[config.mk]
export PLATFORM = sky130hd
export DESIGN_NAME = mixpix_top
export DESIGN_NICKNAME = d
export VERILOG_FILES = /design/src/rtl/mixpix_pkg.sv /design/src/rtl/mixpix_decode.sv /design/src/rtl/mixpix_linepos.sv /design/src/rtl/mixpix_outstage.sv /design/src/rtl/mixpix_top.sv
export SDC_FILE = /design/constraint.sdc
export NUM_CORES = 1
export LEC_CHECK = 0
export ABC_AREA = 1
export BUFFER_PORTS_ARGS = -buffer_cell sky130_fd_sc_hd__buf_2
export CORE_MARGIN = 2
export CORE_UTILIZATION = 50
export CTS_BUF_LIST = sky130_fd_sc_hd__clkbuf_4
export DETAILED_ROUTE_END_ITERATION = 8
export PLACE_DENSITY = 0.87
export SLEW_MARGIN = 20
export SYNTH_ARGS = -nofsm -noshare
export SYNTH_HDL_FRONTEND = slang
export SYNTH_SLANG_ARGS = --single-unit
[constraint.sdc]
create_clock -name clk -period 8.1 [get_ports clk]
set_input_delay 1.215 -clock clk [delete_from_list [all_inputs] [get_ports clk]]
set_output_delay 1.215 -clock clk [all_outputs]
set_load 0.01 [all_outputs]
[src/rtl/mixpix_pkg.sv]
package mixpix_pkg;

  localparam int unsigned PIX_W      = 32;
  localparam int unsigned IDX_W      = 8;
  localparam int unsigned LINE_STRIDE = 1024;
  localparam logic [7:0]  TAG_DIRECT = 8'h03;

  typedef struct packed {
    logic             use_direct;
    logic [PIX_W-1:0] direct_pix;
    logic             last;
  } mid_t;

  function automatic logic [PIX_W-1:0] pack_color(input logic [7:0] red,
                                                  input logic [7:0] grn,
                                                  input logic [7:0] blu,
                                                  input logic       bgr);
    pack_color = bgr ? {8'h00, blu, grn, red} : {8'h00, red, grn, blu};
  endfunction

endpackage

[src/rtl/mixpix_decode.sv]
module mixpix_decode
  import mixpix_pkg::*;
(
  input  logic [PIX_W-1:0] ctrl_word,
  input  logic [PIX_W-1:0] direct_word,
  input  logic             bgr,
  output logic             use_direct,
  output logic [PIX_W-1:0] direct_pix
);

  logic [7:0] blu, grn, red;
  logic       unused_bits;

  // big-endian lanes: byte 0 in [31:24], then blue, green, red
  assign blu = direct_word[23:16];
  assign grn = direct_word[15:8];
  assign red = direct_word[7:0];

  assign use_direct  = (ctrl_word[31:24] == TAG_DIRECT);
  assign direct_pix  = pack_color(red, grn, blu, bgr);
  assign unused_bits = ^{direct_word[31:24], ctrl_word[23:0]};

endmodule

[src/rtl/mixpix_linepos.sv]
module mixpix_linepos #(
  parameter int unsigned LINE_W = 1024
) (
  input  logic clk,
  input  logic rst_n,
  input  logic step,
  output logic is_last
);

  localparam int unsigned CW = (LINE_W > 1) ? $clog2(LINE_W) : 1;
  localparam logic [CW-1:0] COL_MAX = CW'(LINE_W - 1);

  logic [CW-1:0] col_q, col_d;

  assign is_last = (col_q == COL_MAX);

  always_comb begin
    col_d = col_q;
    if (step) begin
      if (is_last) col_d = '0;
      else         col_d = col_q + 1'b1;
    end
  end

  always_ff @(posedge clk or negedge rst_n) begin
    if (!rst_n) col_q <= '0;
    else        col_q <= col_d;
  end

  a_r9_col_range: assert property (@(posedge clk) disable iff (!rst_n)
    col_q <= COL_MAX);

  a_r9_wrap: assert property (@(posedge clk) disable iff (!rst_n)
    (step && is_last) |=> (col_q == '0));

endmodule

[src/rtl/mixpix_outstage.sv]
module mixpix_outstage
  import mixpix_pkg::*;
(
  input  logic             clk,
  input  logic             rst_n,
  input  logic             adv,
  input  logic             mid_valid,
  input  mid_t             mid,
  input  logic [PIX_W-1:0] pal_data,
  output logic             o_valid,
  output logic [PIX_W-1:0] o_pixel,
  output logic             o_last
);

  logic             v_d, l_d;
  logic [PIX_W-1:0] p_d;

  always_comb begin
    v_d = o_valid;
    p_d = o_pixel;
    l_d = o_last;
    if (adv) begin
      v_d = mid_valid;
      p_d = mid.use_direct ? mid.direct_pix : pal_data;
      l_d = mid.last;
    end
  end

  always_ff @(posedge clk or negedge rst_n) begin
    if (!rst_n) begin
      o_valid <= 1'b0;
      o_pixel <= '0;
      o_last  <= 1'b0;
    end else begin
      o_valid <= v_d;
      o_pixel <= p_d;
      o_last  <= l_d;
    end
  end

endmodule

[src/rtl/mixpix_top.sv]
module mixpix_top
  import mixpix_pkg::*;
#(
  parameter int unsigned LINE_W = 1024
) (
  input  logic             clk,
  input  logic             rst_n,
  input  logic             bgr_sel,
  input  logic             in_valid,
  output logic             in_ready,
  input  logic [IDX_W-1:0] in_index,
  input  logic [PIX_W-1:0] in_direct,
  input  logic [PIX_W-1:0] in_ctrl,
  output logic             pal_rd_en,
  output logic [IDX_W-1:0] pal_rd_addr,
  input  logic [PIX_W-1:0] pal_rd_data,
  output logic             out_valid,
  input  logic             out_ready,
  output logic [PIX_W-1:0] out_pixel,
  output logic             out_last
);

  // reset: asserted asynchronously, released on a clock edge
  logic [1:0] rst_sync_q;
  logic       rst_ok;

  always_ff @(posedge clk or negedge rst_n) begin
    if (!rst_n) rst_sync_q <= 2'b00;
    else        rst_sync_q <= {rst_sync_q[0], 1'b1};
  end
  assign rst_ok = rst_sync_q[1];

  logic adv, accept, use_direct_c, is_last_c;
  logic [PIX_W-1:0] direct_pix_c;

  assign adv         = !out_valid || out_ready;
  assign in_ready    = adv && rst_ok;
  assign accept      = in_valid && in_ready;
  assign pal_rd_en   = accept;
  assign pal_rd_addr = in_index;

  mixpix_decode u_decode (
    .ctrl_word   (in_ctrl),
    .direct_word (in_direct),
    .bgr         (bgr_sel),
    .use_direct  (use_direct_c),
    .direct_pix  (direct_pix_c)
  );

  mixpix_linepos #(.LINE_W(LINE_W)) u_linepos (
    .clk     (clk),
    .rst_n   (rst_ok),
    .step    (accept),
    .is_last (is_last_c)
  );

  // stage A: pixel waits here while its table word is read
  logic a_valid_q, a_valid_d;
  mid_t a_mid_q, a_mid_d;

  always_comb begin
    a_valid_d = a_valid_q;
    a_mid_d   = a_mid_q;
    if (adv) begin
      a_valid_d          = accept;
      a_mid_d.use_direct = use_direct_c;
      a_mid_d.direct_pix = direct_pix_c;
      a_mid_d.last       = is_last_c;
    end
  end

  always_ff @(posedge clk or negedge rst_ok) begin
    if (!rst_ok) begin
      a_valid_q <= 1'b0;
      a_mid_q   <= '0;
    end else begin
      a_valid_q <= a_valid_d;
      a_mid_q   <= a_mid_d;
    end
  end

  mixpix_outstage u_out (
    .clk       (clk),
    .rst_n     (rst_ok),
    .adv       (adv),
    .mid_valid (a_valid_q),
    .mid       (a_mid_q),
    .pal_data  (pal_rd_data),
    .o_valid   (out_valid),
    .o_pixel   (out_pixel),
    .o_last    (out_last)
  );

  a_r8_hold: assert property (@(posedge clk) disable iff (!rst_ok)
    (out_valid && !out_ready) |=>
      (out_valid && $stable(out_pixel) && $stable(out_last)));

  a_r8_block_input: assert property (@(posedge clk) disable iff (!rst_ok)
    (out_valid && !out_ready) |-> !in_ready);

  a_r7_stage_fill: assert property (@(posedge clk) disable iff (!rst_ok)
    pal_rd_en |=> a_valid_q);

  a_r4_top_zero: assert property (@(posedge clk) disable iff (!rst_ok)
    (a_valid_q && a_mid_q.use_direct) |-> (a_mid_q.direct_pix[31:24] == 8'h00));

endmodule

# Word level (Yosys, flattened, before mapping)
# Index checks and enable logic that the tools add are counted.
dict set report totals {
  register_bits 81
}
dict set report classes {
  addsub 1
  n_mux 3
  eq_ne 2
  reduce_logical 4
}
# operator n
set op_table {}
lappend op_table {{2-to-1 mux 32 bit} 1}
lappend op_table {{2-to-1 mux 24 bit} 1}
lappend op_table {{adder 10 x 1 -> 10 bit, second input constant} 1}
lappend op_table {{== test 10 bit, second input constant} 1}
lappend op_table {{2-to-1 mux 10 bit} 1}
lappend op_table {{== test 8 x 2 -> 1 bit, second input constant} 1}
lappend op_table {{logical AND 1 bit} 2}
lappend op_table {{zero test 1 bit} 1}
lappend op_table {{logical OR 1 bit} 1}

# Depth between registers and ports, before layout
# Gate-level depths: netlist of run 1.
dict set report logic_depth {
  word_depth 4
  ltp_mapped 8
  mapped_depth_nobuf 8
}

# Cells and area by module
# From an unflattened synthesis of run 1, not the netlist that was laid out.
dict set report unflattened {
  cells_unflattened 579
  hier_area_um2 4346.7
}
# module instances cells_each area_each_um2 seq_area_each_um2
set modules_own_cells {}
lappend modules_own_cells {mixpix_outstage 1 280 1939.4 850.8}
lappend modules_own_cells {mixpix_top 1 164 1466.4 925.9}
lappend modules_own_cells {mixpix_linepos 1 67 560.5 250.2}
lappend modules_own_cells {mixpix_decode 1 68 380.4 0.0}

# Worst setup path before layout of run 1
# Ideal clock, no wire load.
dict set report synth_timing {
  path_type {reg-to-output}
  from {reg rst_sync_q[1]}
  to {out pal_rd_en}
  path_stages_with_launch 3
  n_path_buf 0
  t_arrival_ps 2541
  required_ps 6885
  setup_slack_ps 4344
  cell_sequence {dfrtp_1 nand3_4 inv_1}
}
dict set report synth_between {
  elab_chain_len 2
}
# item line_no
set synth_lines {}
lappend synth_lines {{start, declared} mixpix_top.sv:24} ;# logic [1:0] rst_sync_q;
lappend synth_lines {{start signal, assigned} mixpix_top.sv:29} ;# else rst_sync_q <= {rst_sync_q[0], 1'b1};
lappend synth_lines {{logical AND 1 bit} mixpix_top.sv:37} ;# assign in_ready = adv && rst_ok;
lappend synth_lines {{logical AND 1 bit} mixpix_top.sv:38} ;# assign accept = in_valid && in_ready;
lappend synth_lines {{end, declared} mixpix_top.sv:14} ;# output logic pal_rd_en,
# No other way between the ends.

# Final worst setup path of run 1
dict set report layout_timing {
  from {in out_ready}
  to {out in_ready}
}
dict set report layout_between {
  elab_chain_len 2
}
# item line_no
set layout_lines {}
lappend layout_lines {{start, declared} mixpix_top.sv:18} ;# input logic out_ready,
lappend layout_lines {{logical OR 1 bit} mixpix_top.sv:36} ;# assign adv = !out_valid || out_ready;
lappend layout_lines {{logical AND 1 bit} mixpix_top.sv:37}
lappend layout_lines {{end, declared} mixpix_top.sv:10} ;# output logic in_ready,
# No other way between the ends.

==> out/qor.txt, run 1 <==
number of synthesized flops with an enable pin: 0
GR Util All Layers: 20.7%
clock slew seen by the registers of the worst setup and hold paths: 0.11 ns
RSZ-0062 raised after global routing: false
yosys synthesis warning count: 0
sum of negative setup slack: 0 ns
CTS Sinks: 73
Tmin final: 4.05 ns
number of remaining DRC errors: 0
Fmax: 247 MHz
vias: 2853
worst path bufs/invs: 4
cell taking the most area after synthesis: dfrtp_1
top cells by count, synth: nand2_1, dfrtp_1, a21oi_1
fin worst setup slack: 4.05 ns
CP Data Arrival Time: 2.84 ns
Lkg Pwr: 2.07 nW
Final Instance Area: 3970 µm²
critical path capture point type: primary output
I/O pin total: 153
Die W: 85.5 µm
Max clock buf depth: 2
slowest CP cell: inv_2
Min-Delay Path Class: reg2reg
Startpoint Class: input pin
Worst path depth: 6
H-Tree Depth: 3
largest cells by area after synthesis: dfrtp_1, nand2_1, a21oi_1, nor2_1, o21ai_0
Design Power: 876 µW
WL final: 7130 µm
status: complete, no violations
share of cells above drive strength 1: 27.8%
Syn Area/Cell: 8.58 µm²
Placer Congestion: 0.804
antenna viol nets, final: 0
power density over the cells: 221 nW/µm²
Yosys reg bits: 73
# setup viols final: 0
Synth Flop Type: dfrtp_1
initial antenna violation count: 0
actual slew at the worst max-slew pin: 1.03 ns
number of global-route vias before repair: 2808
Site Rows: 29
Final nets: 584
CP delay by family, top: buffers and inverters
Starting Density: 52.0%
period utilisation layout: 50.0%
Initial DRC Count: 141
Worst Path Required: 6.88 ns
clk root buf: clkbuf_4
global-route wire length before repair: 12100 µm
WHS Path Cells: 0
largest net degree at the start of global routing: 74
most common cell in the netlist: nand2_1
Final Hold Fails: 0
setup bufs post-CTS: 0
Slew Limit Fails: 0
worst clock skew: 0.0140 ns
VDD IR max: 140 µV
FF-to-FF path depth: 5
CTS tree: yes
Post-Syn Nets: 497
worst skew pair latency: 0.41 ns
Placed Area: 3790 µm²
post-cts resize count: 0
detailed placement HPWL: 4800 µm
Routed WL per cell: 12.8 µm
asr flop ratio synth: 100%
mapped cell area: 3320 µm²
Port-buffer cells: 104
number of vias per cell: 5.13
post-synth top area share: 55.0%
CP Cell Sequence: buf_2 -> inv_1 -> nand2_4 -> inv_2 -> nor2_1 -> buf_2
CP Class: in2out
Hold Buf Count CTS: 0
DR pass1 iterations: 5
Top cell by count, worst path: buf_2
Slew HR: 31.6%
Die H: 85.5 µm
max capacitance violation total: 0
Crit path largest cell delay: 0.83 ns
Max FO, Critical Path: 62
die area: 7310 µm²
Seq/Total Area, Yosys: 55.0%
core area: 6390 µm²
Ant. Diodes: 0
P&R area growth vs syn: 19.5%
count of distinct cell types in the synthesized netlist: 27
GRT overflow: 0
gate count of the mapped netlist: 387
CTS Buf Count: 9
worst slack at placement: 4.00 ns
## flip-flops by register name (all words and copies together), names as in the netlist
name and count:
u_out.o_last 1, u_linepos.col_q 10, rst_sync_q 2, u_out.o_pixel 32, a_valid_q 1, u_out.o_valid 1
a_mid_q 26
## worst paths after layout
path,start,end,slack [ns]
setup / recovery,out_ready,in_ready,4.05
max in group asynchronous,rst_sync_q[1],a_mid_q[14],7.03
min in group asynchronous,rst_sync_q[1],u_out.o_pixel[27],0.46
setup reg to reg,u_out.o_valid,a_mid_q[33],6.00
hold reg to reg,rst_sync_q[0],rst_sync_q[1],0.37
hold / removal,rst_sync_q[0],rst_sync_q[1],0.37
## metal layers
| layer | GRT usage (%) | share of wire (%) | vias to the layer above |
|---|---|---|---|
| met2 | 34.9 | 48 | 93 |
| met4 | 8.08 | 1.4 | 0 |
| met1 | 26.5 | 45 | 1329 |
| met5 | 0 | 0 | - |
| met3 | 3.85 | 6.0 | 10 |
| li1 | - | - | 1421 |
## cell usage in the layout (no fill, tap or decap), types with 2 or more instances in the layout
cell type	count
nor2_4	3
dfrtp_1	72
nand2_2	3
nand3_1	16
o211ai_1	8
nor2_2	2
o21a_1	8
o21ai_0	19
nand2_1	108
xnor2_1	2
clkinv_2	3
inv_1	20
nor2_1	33
buf_2	104
clkbuf_4	9
a21oi_1	51
nand4_1	2
bufinv_16	3
## logic make-up (layout without fill, tap and decap cells)
logic type	after synthesis	in the layout	synth area share [%]
compound gates	87	87	14.3
xor+xnor	3	3	0.791
fa+ha+maj	1	1	0.377
buf+inv	50	142	7.08
flops	73	73	55.0
other cells	1	1	0.113
simple gates	172	172	22.3
## through the flow
stage | hold WS [ns] | util (%) | cells
after global routing | 0.390 | 62.2 | 556
after global placement | 0.340 | 59.4 | 540
after detailed placement | 0.339 | 59.4 | 540
after CTS | 0.370 | 62.2 | 556
after floorplan | 0.331 | - | 387
final | 0.368 | 62.2 | 556
## final cells by class
cell class	instances	area, µm²
Sequential cell	73	1830
Timing Repair Buffer	105	528
Clock buffer	9	67.6
Multi-Input combinational cell	264	1260
Clock inverter	7	109
Inverter	21	78.8
Tap cell	77	96.3
Fill cell	563	2420
## where the power goes
group          internal, mW  switching [mW]  total [mW]
Sequential            0.413          0.0394       0.452
Clock                 0.154           0.124       0.278
Combinational        0.0624          0.0831       0.145
(Power assumes the default switching activity.)
==> run 2, diff against run 1 <==
Settings changed: CORE_UTILIZATION 50 to 48, PLACE_DENSITY 0.87 to 0.84.
Clock period 8.1 ns to 4.1 ns, I/O delays scaled along.
==> run 2 against run 1 <==
First-iteration DRC count fell by 21%. Critical path depth fell by 3. Power rose by 85%. Non-clock buffer count rose by 4. Worst hold slack got worse by 0.13 ns. Clock power rose by 55%. Via count fell by 0.53%. Clock-buffer cell count rose by 2.
==> out/qor.txt, run 2 (synthesis results as in run 1) <==
GR Util All Layers: 20.9% (was 20.7%)
met3 usage: 5.21% (was 3.85%)
CTS Sinks: 73 (unchanged)
Die W: 87.2 µm (was 85.5 µm)
number of remaining DRC errors: 0 (unchanged)
worst skew pair latency: 0.41 ns (about the same)
share of cells above drive strength 1: 27.7% (was 27.8%)
met1 Use GR: 27.1% (was 26.5%)
Clk network pwr share: 26.7% (was 31.8%)
Final nets: 588 (was 584)
Crit path largest cell delay: 0.65 ns (was 0.83 ns)
Hold WS: 0.236 ns (was 0.368 ns)
initial antenna violation count: 0 (unchanged)
worst clock skew: 0.0162 ns (was 0.0140 ns)
Pint: 1.13 mW (was 629 µW)
actual slew at the worst max-slew pin: 1.00 ns (was 1.03 ns)
status: complete, no violations (unchanged)
Comb pwr share: 18.5% (was 16.6%)
CTS tree: yes (unchanged)
switch share: 29.9% (was 28.2%)
CP Class: reg2out (was in2out)
Max clock buf depth: 2 (unchanged)
clk root buf: clkbuf_4 (unchanged)
WL final: 7400 µm (was 7130 µm)
power density over the cells: 409 nW/µm² (was 221 nW/µm²)
Lkg Pwr: 2.06 nW (was 2.07 nW)
Routed WL per cell: 13.1 µm (was 12.8 µm)
number of vias per cell: 5.04 (was 5.13)
max FFs per register: 32 (unchanged)
Die H: 87.2 µm (was 85.5 µm)
core area: 6760 µm² (was 6390 µm²)
Startpoint Class: register (was input pin)
VDD IR max: 224 µV (was 140 µV)
DR pass1 iterations: 4 (was 5)
antenna viol nets, final: 0 (unchanged)
setup bufs post-CTS: 0 (unchanged)
Tmin final: 2.25 ns
sum of negative setup slack: 0 ns (unchanged)
# setup viols final: 0 (unchanged)
CTS Buf Count: 9 (unchanged)
Max FO, Critical Path: 25 (was 62)
Slew HR: 33.0% (was 31.6%)
clock slew seen by the registers of the worst setup and hold paths: 0.11 ns (about the same)
top flop regs: u_out.o_pixel (32), a_mid_q (26), u_linepos.col_q (10) (unchanged)
global-route wire length before repair: 12500 µm (was 12100 µm)
Slew Limit Fails: 0 (unchanged)
Fmax: 444 MHz
Design Power: 1.62 mW (was 876 µW)
Ant. Diodes: 0 (unchanged)
worst path bufs/invs: 2 (was 4)
vias: 2838 (was 2853)
RSZ-0062 raised after global routing: false (unchanged)
largest net degree at the start of global routing: 61 (was 74)
most frequent cells in the layout: nand2_1, buf_2, dfrtp_1 (unchanged)
detailed placement HPWL: 5130 µm (was 4800 µm)
slowest CP cell: dfrtp_4 (was inv_2)
commonest non-fill, non-tap cell in the layout: nand2_1 (unchanged)
CP Data Arrival Time: 1.64 ns (was 2.84 ns)
Min-Delay Path Class: reg2async (was reg2reg)
H-Tree Depth: 3 (unchanged)
Final Hold Fails: 0 (unchanged)
Net Sw Power: 483 µW (was 247 µW)
Starting Density: 49.2% (was 52.0%)
Worst Path Required: 3.48 ns (was 6.88 ns)
critical path capture point type: primary output (unchanged)
M2 GR Usage: 34.4% (was 34.9%)
P&R area growth vs syn: 19.2% (was 19.5%)
period utilisation layout: 54.9%
Most Crowded Layer GR: met2 (unchanged)
Reg power frac: 54.8% (was 51.6%)
CP Cell Sequence: nand3_4 -> inv_1 -> buf_2 (was buf_2 -> inv_1 -> nand2_4 -> inv_2 -> nor2_1 -> buf_2)
Site Rows: 30 (was 29)
CP delay by family, top: flip-flops (was buffers and inverters)
Initial DRC Count: 112 (was 141)
I/O pin total: 153 (unchanged)
die area: 7600 µm² (was 7310 µm²)
# fillers: 623 (was 563)
largest reg by FF count: u_out.o_pixel (unchanged)
Port-buffer cells: 104 (unchanged)
GRT overflow: 0 (unchanged)
max capacitance violation total: 0 (unchanged)
number of global-route vias before repair: 2750 (was 2808)
Placer Congestion: 0.808 (was 0.804)
-- run 2: changes by cell type in the layout (fill, tap and decap cells not counted) --
cell | before | now
buf_4 | 1 | 4
bufinv_16 | 3 | 1
clkbuf_4 | 9 | 11
clkinv_1 | 1 | 3
clkinv_2 | 3 | 1
dlygate4sd3_1 | 0 | 1
-- run 2: area by class of cell --
| type | count | area (µm²) | share of cell area (%) |
|---|---|---|---|
| flip-flops and latches | 73 | 1830 | 46.2 |
| multi-input cells | 264 | 1260 | 31.8 |
| repair buffers | 109 | 561 | 14.2 |
| well taps | 80 | 100 | 2.53 |
| clock buffers | 11 | 82.6 | 2.09 |
| inverters | 21 | 78.8 | 1.99 |
| clock inverters | 5 | 46.3 | 1.17 |
-- run 2: path summary, 6_finish.rpt --
path | slack, ns | start | cells after the start | end
worst max-delay path | 1.85 | rst_sync_q[1] | 3 | pal_rd_en
worst min-delay path | 0.24 | rst_sync_q[1] | 0 | u_out.o_pixel[9]
worst max register to register | 2.34 | a_mid_q[33] | 4 | u_out.o_pixel[7]
worst min register to register | 0.24 | rst_sync_q[1] | 0 | u_out.o_pixel[9]
max in group asynchronous | 2.93 | rst_sync_q[1] | 1 | u_linepos.col_q[8]
min in group clk | 0.36 | rst_sync_q[0] | 0 | rst_sync_q[1]
-- run 2: per-stage QoR --
| step | area [µm²] | std cells | setup slack [ns] | util (%) |
|---|---|---|---|---|
| detailed placement | 3820 | 546 | 1.97 | 56.5 |
| finish | 3960 | 563 | 1.85 | 58.6 |
| global placement | 3820 | 546 | 1.98 | 56.5 |
| global route | 3960 | 563 | 1.71 | 58.6 |
| CTS | 3960 | 563 | 1.81 | 58.6 |
| floorplan | 3320 | 387 | 0.944 | - |
-- run 2: power groups by stage --
stage | clock, mW | sequential [mW] | combinational, mW
after floorplan | 0 | 0.912 | 0.177
after global placement | 0 | 0.893 | 0.295
after detailed placement | 0 | 0.899 | 0.303
after CTS | 0.445 | 0.886 | 0.305
after global routing | 0.478 | 0.899 | 0.346
final | 0.431 | 0.886 | 0.300
-- run 2: per-layer routing --
layer	part of all wire (%)	up-vias
li1	-	1428
met1	45	1324
met2	48	78
met3	5.8	8
met4	1.0	0
met5	0	-
-- run 2: what timing repair did --
item,CTS,global route
hold buffers,1,0
resized for setup,0,0
hold endpoints to repair,2,0
endpoints found under the setup margin,0,0
==> run 3, diff against run 2 <==
Settings changed: ABC_AREA 1 to 0.
Clock period 4.1 ns to 2.2 ns, I/O delays scaled along.
==> run 3 against run 2 <==
Die area is the same. Final cell count shrank 14%. Area after synthesis is the same. Non-clock buffer count is the same. Global-route usage shrank 2.4 points. Critical path depth grew 1. Final area grew 0.70%. Core utilization grew 0.41 points. Largest power group unchanged. Highest routed layer unchanged.
==> out/qor.txt, run 3 <==
status: complete, no violations (unchanged)
worst clock skew: 0.0163 ns (was 0.0162 ns)
setup bufs post-CTS: 0 (unchanged)
Final Instance Area: 3990 µm² (was 3960 µm²)
WL final: 6780 µm (was 7400 µm)
cell taking the most area after synthesis: dfrtp_1 (unchanged)
power density over the cells: 760 nW/µm² (was 409 nW/µm²)
VDD IR max: 384 µV (was 224 µV)
mapped cell area: 3320 µm² (unchanged)
Routed WL per cell: 14.0 µm (was 13.1 µm)
H-Tree Depth: 3 (unchanged)
hold path start: in_direct[15]
largest net degree at the start of global routing: 72 (was 61)
Syn Area/Cell: 10.8 µm² (was 8.58 µm²)
DR pass1 iterations: 4 (unchanged)
commonest non-fill, non-tap cell in the layout: buf_2 (was nand2_1)
Post-Syn Nets: 419 (was 497)
Placer Congestion: 0.755 (was 0.808)
Final nets: 511 (was 588)
asr flop ratio synth: 100% (unchanged)
post-route insts no fill: 485 (was 563)
Startpoint Class: register (unchanged)
Yosys reg bits: 73 (unchanged)
number of remaining DRC errors: 0 (unchanged)
antenna viol nets, final: 0 (unchanged)
die area: 7600 µm² (unchanged)
most frequent cells in the layout: buf_2, dfrtp_1, nand2_1 (was nand2_1, buf_2, dfrtp_1)
CTS Buf Count: 9 (unchanged)
core area: 6760 µm² (unchanged)
Die H: 87.2 µm (unchanged)
Tmin final: 1.89 ns
RSZ-0062 raised after global routing: false (unchanged)
FF-to-FF path depth: 5 (was 4)
Final Hold Fails: 0 (unchanged)
number of global-route vias before repair: 2402 (was 2750)
CTS Sinks: 73 (unchanged)
Port-buffer cells: 104 (unchanged)
clock slew seen by the registers of the worst setup and hold paths: 0.12 ns (was 0.11 ns)
max FFs per register: 32 (unchanged)
Synth Flop Type: dfrtp_1 (unchanged)
top cells by count, synth: dfrtp_1, nand2_1, o21ai_0 (was nand2_1, dfrtp_1, a21oi_1)
P&R area growth vs syn: 20.0% (was 19.2%)
Fmax: 530 MHz
CP Data Arrival Time: 1.56 ns (was 1.64 ns)
CP Class: reg2out (unchanged)
placed insts: 469 (was 546)
clk root buf: clkbuf_4 (unchanged)
share of cells above drive strength 1: 34.8% (was 27.7%)
largest cells by area after synthesis: dfrtp_1, mux2i_1, o21ai_0, nand2_1, mux2_2 (was dfrtp_1, nand2_1, a21oi_1, nor2_1, o21ai_0)
Seq/Total Area, Yosys: 55.0% (unchanged)
Slew HR: 41.2% (was 33.0%)
number of vias per cell: 5.01 (was 5.04)
gate count of the mapped netlist: 309 (was 387)
WHS Path Cells: 2
Hold Buf Count CTS: 1 (unchanged)
global-route wire length before repair: 10900 µm (was 12500 µm)
Min-Delay Path Class: in2reg (was reg2async)
post-cts resize count: 0 (unchanged)
most common cell in the netlist: dfrtp_1 (was nand2_1)
WHS Endpoint: a_mid_q[16]
worst skew pair latency: 0.40 ns (was 0.41 ns)
count of distinct cell types in the synthesized netlist: 35 (was 27)
critical path launch point: u_out.o_valid (was rst_sync_q[1])
Starting Density: 49.2% (unchanged)
Ant. Diodes: 0 (unchanged)
period utilisation layout: 85.7%
max capacitance violation total: 0 (unchanged)
sum of negative setup slack: 0 ns (unchanged)
worst flop-to-flop path endpoint: u_linepos.col_q[3] (was u_out.o_pixel[7])
Die W: 87.2 µm (unchanged)
# fillers: 567 (was 623)
initial antenna violation count: 0 (unchanged)
Max FO, Critical Path: 48 (was 25)
Placed Area: 3820 µm² (about the same)
RR Startpoint: u_linepos.col_q[0] (was a_mid_q[33])
actual slew at the worst max-slew pin: 0.882 ns (was 1.00 ns)
Lkg Pwr: 1.85 nW (was 2.06 nW)
top flop regs: u_out.o_pixel (32), a_mid_q (26), u_linepos.col_q (10) (unchanged)
vias: 2429 (was 2838)
largest reg by FF count: u_out.o_pixel (unchanged)
yosys synthesis warning count: 0 (unchanged)
Site Rows: 30 (unchanged)
flop-to-flop setup slack: 0.56 ns (was 2.34 ns)
I/O pin total: 153 (unchanged)
critical path capture point type: primary output (unchanged)
Slew Limit Fails: 0 (unchanged)
post-synth top area share: 55.0% (unchanged)
GR Util All Layers: 18.5% (was 20.9%)
Max clock buf depth: 2 (unchanged)
GRT overflow: 0 (unchanged)
CTS tree: yes (unchanged)
# setup viols final: 0 (unchanged)
Initial DRC Count: 78 (was 112)
Worst Path Required: 1.87 ns (was 3.48 ns)
number of synthesized flops with an enable pin: 0 (unchanged)
detailed placement HPWL: 4990 µm (was 5130 µm)
## run 3: cell types whose count changed after synthesis, sizes merged, moves of 9 or more
cell	delta
nand2	-51
a21oi	-48
mux2i	+41
nor2	-36
o21ai	+31
inv	-20
nand3	-13
mux2	+9
## run 3: cell families after synthesis
group / Yosys count / synth area share [%]
compound gates: 58 / 9.27
xor+xnor: 4 / 1.28
fa+ha+maj: 1 / 0.377
buf+inv: 29 / 5.24
mux: 50 / 15.4
flops: 73 / 55.0
simple gates: 93 / 13.3
other cells: 1 / 0.113
## run 3: worst max-delay path: stages, from the launching register on
cell and delay [ns]:
dfrtp_1 0.35, nor2b_4 0.17, buf_4 0.39, nor2b_1 0.09, buf_2 0.15
## run 3: power by group
part           total, mW  internal [mW]  switching [mW]
logic              0.490          0.226           0.264
clock network      0.898          0.449           0.449
registers           1.64           1.51           0.133
total               3.03           2.18           0.846
## run 3: layout make-up
class	count	area, µm²	share of cell area (%)
clock inverters	6	83.8	2.10
multi-input cells	207	1320	33.1
well taps	80	100	2.51
clock buffers	9	67.6	1.69
flip-flops and latches	73	1830	46.0
inverters	1	8.76	0.220
repair buffers	109	573	14.4
## run 3: through the flow
step	power [mW]	setup WS, ns	hold slack [ns]	utilization, %
after floorplan	1.99	0.0116	0.0344	-
after global placement	2.13	0.643	0.115	56.6
after detailed placement	2.17	0.585	0.120	56.6
after CTS	3.08	0.274	0.127	59.0
after global routing	3.21	0.127	0.126	59.0
final	3.03	0.315	0.156	59.0
## run 3: how the worst max path moves through the flow
stage	cells past startpoint	slack (ns)	to
final	4	0.31	in_ready
after global routing	4	0.13	in_ready
after CTS	4	0.27	in_ready
after detailed placement	5	0.58	u_linepos.col_q[3]
after global placement	5	0.64	u_linepos.col_q[3]
after floorplan	6	0.01	u_linepos.col_q[4]
## run 3: metal layers
layer / global-route usage (%) / wire length, µm / vias to the layer above
met2: 29.6 / 3330 / 59
met5: 0 / 0 / -
li1: - / - / 1234
met4: 8.95 / 121 / 0
met3: 4.27 / 340 / 10
met1: 23.7 / 2990 / 1126
